===== src/rtl/mcb_pkg.sv =====
package mcb_pkg;

    localparam int LATCH_W  = 10;
    localparam int BANK_W   = 5;
    localparam int PRG_AW   = 19;
    localparam int CPU_AW   = 16;
    localparam int PAD_W    = 4;
    localparam int WIN_BIT  = 14;

    // Field order follows latch bit order 9..0.
    typedef struct packed {
        logic              wide_mode;
        logic              alt_opt;
        logic              chr_lock;
        logic [BANK_W-1:0] bank;
        logic              mirror_h;
        logic              half16;
    } cfg_t;

endpackage


===== src/rtl/mcb_cfg_latch.sv =====
module mcb_cfg_latch
    import mcb_pkg::*;
(
    input  logic               clk,
    input  logic               rst_n,
    input  logic               wr_en,
    input  logic [LATCH_W-1:0] addr_bits,
    output cfg_t               cfg
);

    typedef struct packed {
        cfg_t cfg;
    } state_t;

    state_t st_d, st_q;

    always_comb begin
        st_d = st_q;
        if (wr_en) begin
            st_d.cfg = cfg_t'(addr_bits);
        end
    end

    always_ff @(posedge clk or negedge rst_n) begin
        if (!rst_n) begin
            st_q <= '0;
        end else begin
            st_q <= st_d;
        end
    end

    assign cfg = st_q.cfg;

    p_capture_r1: assert property (@(posedge clk) disable iff (!rst_n)
        wr_en |=> (cfg == cfg_t'($past(addr_bits))));

    p_hold_r12: assert property (@(posedge clk) disable iff (!rst_n)
        !wr_en |=> $stable(cfg));

endmodule


===== src/rtl/mcb_prg_map.sv =====
module mcb_prg_map
    import mcb_pkg::*;
#(
    parameter int VARIANT = 0
) (
    input  logic              clk,
    input  logic              rst_n,
    input  cfg_t              cfg,
    input  logic [CPU_AW-1:0] cpu_addr,
    input  logic [PAD_W-1:0]  pad_sel,
    output logic [PRG_AW-1:0] prg_addr
);

    localparam int INNER_W = 3;
    localparam int LOW_W   = PAD_W;
    localparam int MID_W   = WIN_BIT - LOW_W;

    logic              upper_half;
    logic [BANK_W-1:0] hi_bits;
    logic              force_b3;
    logic              pad_over;
    logic [LOW_W-1:0]  low_bits;

    assign upper_half = cpu_addr[WIN_BIT];

    generate
        if (VARIANT == 1) begin : g_v1
            assign force_b3 = cfg.alt_opt & upper_half;
            assign pad_over = 1'b0;
        end else begin : g_v0
            assign force_b3 = 1'b0;
            assign pad_over = cfg.alt_opt;
        end
    endgenerate

    always_comb begin
        hi_bits = cfg.bank;
        if (!cfg.wide_mode) begin
            if (upper_half) begin
                hi_bits[INNER_W-1:0] = '1;
            end
        end else if (!cfg.half16) begin
            hi_bits[0] = upper_half;
        end
        if (force_b3) begin
            hi_bits[INNER_W] = 1'b1;
        end
    end

    assign low_bits = pad_over ? pad_sel : cpu_addr[LOW_W-1:0];
    assign prg_addr = {hi_bits, cpu_addr[LOW_W+MID_W-1:LOW_W], low_bits};

    p_fixed_bank_r2: assert property (@(posedge clk) disable iff (!rst_n)
        (!cfg.wide_mode && upper_half) |-> (prg_addr[16:14] == 3'b111));

    p_half_twice_r4: assert property (@(posedge clk) disable iff (!rst_n)
        (cfg.wide_mode && cfg.half16) |-> (prg_addr[16:14] == cfg.bank[2:0]));

    p_top_bit_r5: assert property (@(posedge clk) disable iff (!rst_n)
        prg_addr[18] == cfg.bank[4]);

    generate
        if (VARIANT == 1) begin : g_a_v1
            p_force_q_r6: assert property (@(posedge clk) disable iff (!rst_n)
                (cfg.alt_opt && upper_half) |-> prg_addr[17]);
        end else begin : g_a_v0
            p_pads_r7: assert property (@(posedge clk) disable iff (!rst_n)
                cfg.alt_opt |-> (prg_addr[3:0] == pad_sel));
        end
    endgenerate

endmodule


===== src/rtl/mcb_video_gate.sv =====
module mcb_video_gate
    import mcb_pkg::*;
(
    input  logic clk,
    input  logic rst_n,
    input  cfg_t cfg,
    input  logic chr_we_n_in,
    input  logic ppu_a10,
    input  logic ppu_a11,
    output logic chr_we_n,
    output logic ciram_a10
);

    assign chr_we_n  = chr_we_n_in | cfg.chr_lock;
    assign ciram_a10 = cfg.mirror_h ? ppu_a11 : ppu_a10;

    p_lock_r9: assert property (@(posedge clk) disable iff (!rst_n)
        cfg.chr_lock |-> chr_we_n);

    p_vert_r10: assert property (@(posedge clk) disable iff (!rst_n)
        !cfg.mirror_h |-> (ciram_a10 == ppu_a10));

endmodule


===== src/rtl/mcart_banker.sv =====
module mcart_banker
    import mcb_pkg::*;
#(
    parameter int VARIANT = 0
) (
    input  logic              clk,
    input  logic              rst_n,
    input  logic [CPU_AW-1:0] cpu_addr,
    input  logic              cpu_rw,
    input  logic              romsel_n,
    input  logic [PAD_W-1:0]  pad_sel,
    input  logic              chr_we_n_in,
    input  logic              ppu_a10,
    input  logic              ppu_a11,
    output logic [PRG_AW-1:0] prg_addr,
    output logic              chr_we_n,
    output logic              ciram_a10
);

    cfg_t cfg;
    logic wr_en;

    assign wr_en = !romsel_n && !cpu_rw;

    mcb_cfg_latch u_latch (
        .clk       (clk),
        .rst_n     (rst_n),
        .wr_en     (wr_en),
        .addr_bits (cpu_addr[LATCH_W-1:0]),
        .cfg       (cfg)
    );

    mcb_prg_map #(.VARIANT(VARIANT)) u_prg (
        .clk      (clk),
        .rst_n    (rst_n),
        .cfg      (cfg),
        .cpu_addr (cpu_addr),
        .pad_sel  (pad_sel),
        .prg_addr (prg_addr)
    );

    mcb_video_gate u_vid (
        .clk         (clk),
        .rst_n       (rst_n),
        .cfg         (cfg),
        .chr_we_n_in (chr_we_n_in),
        .ppu_a10     (ppu_a10),
        .ppu_a11     (ppu_a11),
        .chr_we_n    (chr_we_n),
        .ciram_a10   (ciram_a10)
    );

endmodule


===== config.mk =====
export PLATFORM = sky130hd
export DESIGN_NAME = mcart_banker
export DESIGN_NICKNAME = d
export VERILOG_FILES = /design/src/rtl/mcb_pkg.sv /design/src/rtl/mcb_cfg_latch.sv /design/src/rtl/mcb_prg_map.sv /design/src/rtl/mcb_video_gate.sv /design/src/rtl/mcart_banker.sv
export SDC_FILE = /design/constraint.sdc
export NUM_CORES = 1
export LEC_CHECK = 0
export BUFFER_PORTS_ARGS = -buffer_cell sky130_fd_sc_hd__buf_2
export CORE_MARGIN = 2
export CORE_UTILIZATION = 39
export CTS_CLUSTER_DIAMETER = 50
export CTS_CLUSTER_SIZE = 12
export DETAILED_ROUTE_END_ITERATION = 7
export GPL_TIMING_DRIVEN = 0
export PLACE_DENSITY = 0.82
export SYNTH_ARGS = -nofsm -noshare
export SYNTH_HDL_FRONTEND = slang
export SYNTH_SLANG_ARGS = --single-unit

===== constraint.sdc =====
create_clock -name clk -period 2.2 [get_ports clk]
set_clock_uncertainty 0.15 [all_clocks]
set_input_delay 0.44 -clock clk [delete_from_list [all_inputs] [get_ports clk]]
set_output_delay 0.44 -clock clk [all_outputs]
set_load 0.02 [all_outputs]

==> results.py <==
metrics = {
    "setup_path": {
        "cp_max_fo": 5,
        "r2r-end": "u_latch.cfg[8]",
        "rr_startpoint": "u_latch.cfg[8]",
        "reg2regPathDepth": 1,
        "r2r_setup_slack_ns": 1.21,
        "critPathArrivalTime_ns": 1.23,
        "required_ns": 1.61,
        "start_kind": "flop",
        "critPathKind": "flop to output pin",
        "crit_path_end_kind": "output pin",
    },
    "cells_and_area": {
        "fin_cells": 107,
        "fill_cells": 133,
        "final_common_cell": "buf_2",
        "fin_area_um2": 840,
        "area_growth_syn_to_layout_pct": 48.8,
        "antennaDiodeCount": 0,
        "largest_reg_flops": 10,
        "drive_above_1_share": 0.815,
        "layout.nets": 120,
        "final_cell_mix": "buf_2, mux2_2, buf_4",
    },
    "routing": {
        "via_count": 491,
        "first_pass_iters": 1,
        "routed_wl_um": 1160,
        "via_per_inst": 4.59,
        "detail_route.drc_violations": 0,
        "dr.first_iter.drc_count": 0,
        "wire_per_inst_um": 10.8,
        "ant_nets": 0,
    },
    "timing": {
        "slew_headroom": 0.805,
        "fin_crit_ns": 1.82,
        "clock.fmax_mhz": 550,
        "finalCritPeriodShare": 0.827,
        "worst_pin_slew_ns": 0.291,
        "final-setup-viol-count": 0,
        "drv_slew": 0,
        "rsz0062_at_grt": "false",
        "worst_slack_ns": 0.382,
        "setup-tns-final_ns": 0,
        "hold_viol": 0,
    },
    "global_routing": {
        "grt_overflow": 0,
        "grt_pass1_wl_um": 1930,
        "grt_pass1_vias": 492,
        "grt_max_degree": 11,
        "grt_antenna_before_repair": 0,
        "grt_usage": 0.146,
    },
    "placed_design": {
        "dpl.cell_count": 102,
        "place_area_um2": 793,
        "gp_congestion": 0.647,
        "dp_slack_ns": 0.660,
        "dpl.hpwl_um": 970,
        "io_buffer_count": 42,
    },
    "die": {
        "io_pins": 48,
        "die_height_um": 42.0,
        "rows": 13,
        "die_area_um2": 1770,
        "start_util": 0.423,
        "die_width_um": 42.0,
        "coreArea_um2": 1330,
    },
    "clock_network": {
        "cts.clk_slew.worst_paths_ns": 0.07,
        "cts_inserted_buffers": 3,
        "cts.repair.resized": 0,
        "clkSinkCount": 10,
        "cts_buffer_depth": 2,
        "cts_tree": "done",
        "insertion_delay_ns": 0.26,
        "ctsHtreeMaxLevel": 1,
        "cts_root_buffer": "clkbuf_4",
    },
    "power": {
        "p_leak_nw": 0.444,
        "power_mw": 0.588,
        "ir_drop_v": 0.000392,
        "p_per_area_nw_per_um2": 701,
    },
    "synthesis": {
        "synth_area_um2": 564,
        "synth_seq_cells": 10,
        "synth_area_leaders": "dfrtp_1, mux2_2, buf_4, nand2b_1, nor2_4",
        "syn_nets": 72,
        "ys_seq_area_frac": 0.443,
        "synth_warnings": 0,
        "synth_top_area_frac": 0.443,
        "synth_area_leader_cell": "dfrtp_1",
        "synth_cell_types": 9,
        "syn_avg_cell_area_um2": 12.5,
        "syn_inst": 45,
    },
    "run_status": {
        "status": "finished clean",
    },
    "hold_path": {
        "hold_path_end": "u_latch.cfg[2]",
        "hp-start": "cpu_addr[2]",
        "hold_path_class": "primary input to flop",
        "hold_path_depth": 2,
    },
    "job": {
        "maxCapViolations": 0,
    },
}
## repair_timing
item                       4_1_cts  5_1_grt
hold endpoints to repair        10        0
setup buffers                    0        0
hold buffers                     1        0
setup endpoints to repair        0        0
## routing by layer
metal / part of all wire / vias to the layer above / GRT usage
met3: 0.067 / 2 / 0.0431
met1: 0.32 / 233 / 0.125
li1: - / 236 / -
met2: 0.61 / 20 / 0.294
met4: 0.0043 / 0 / 0.0750
met5: 0 / - / 0
## cells by family after synthesis
family | synth area share
buffers and inverters | 0.160
DFF | 0.443
and+or+nand+nor | 0.0710
AOI/OAI and AO/OA | 0.00886
muxes | 0.317
## where the power goes
part / internal [mW] / switching [mW] / total (mW)
sequential: 0.211 / 0.0178 / 0.229
clock: 0.100 / 0.0671 / 0.168
combinational: 0.100 / 0.0917 / 0.192
## cell usage after synthesis, drive strengths merged
cell    number
mux2i        1
nand2b       3
a21oi        1
or2          1
nor2         2
buf         12
mux2        15
dfrtp       10
## layout make-up
class                      instances  area, µm²  share of cell area
sequential                        10        250               0.298
timing repair buffer              43        220               0.262
tap                               15       18.8              0.0224
buffer                            12       90.1               0.107
multi-input combinational         23        224               0.267
clock buffer                       4       36.3              0.0432
## worst max-delay path, stage by stage, from the launching register on
cell and delay [ns]:
dfrtp_1 0.45, mux2_2 0.36, buf_2 0.16
## through the flow
step | hold slack, ns | util
after global routing | 0.264 | 0.629
final | 0.266 | 0.629
after detailed placement | 0.160 | 0.595
after floorplan | -0.00559 | -
after global placement | 0.160 | 0.595
after CTS | 0.260 | 0.629
## worst max-delay path by stage
stage,from,to,slack (ns),depth (start not counted)
2_1_floorplan,cpu_addr[14],prg_addr[14],0.75,2
3_3_place_gp,u_latch.cfg[8],prg_addr[0],0.66,2
3_5_place_dp,cpu_addr[0],prg_addr[0],0.66,3
4_1_cts,u_latch.cfg[8],prg_addr[0],0.36,2
5_1_grt,u_latch.cfg[8],prg_addr[1],0.33,2
6_report,u_latch.cfg[8],prg_addr[1],0.38,2
(Power assumes the default switching activity.)
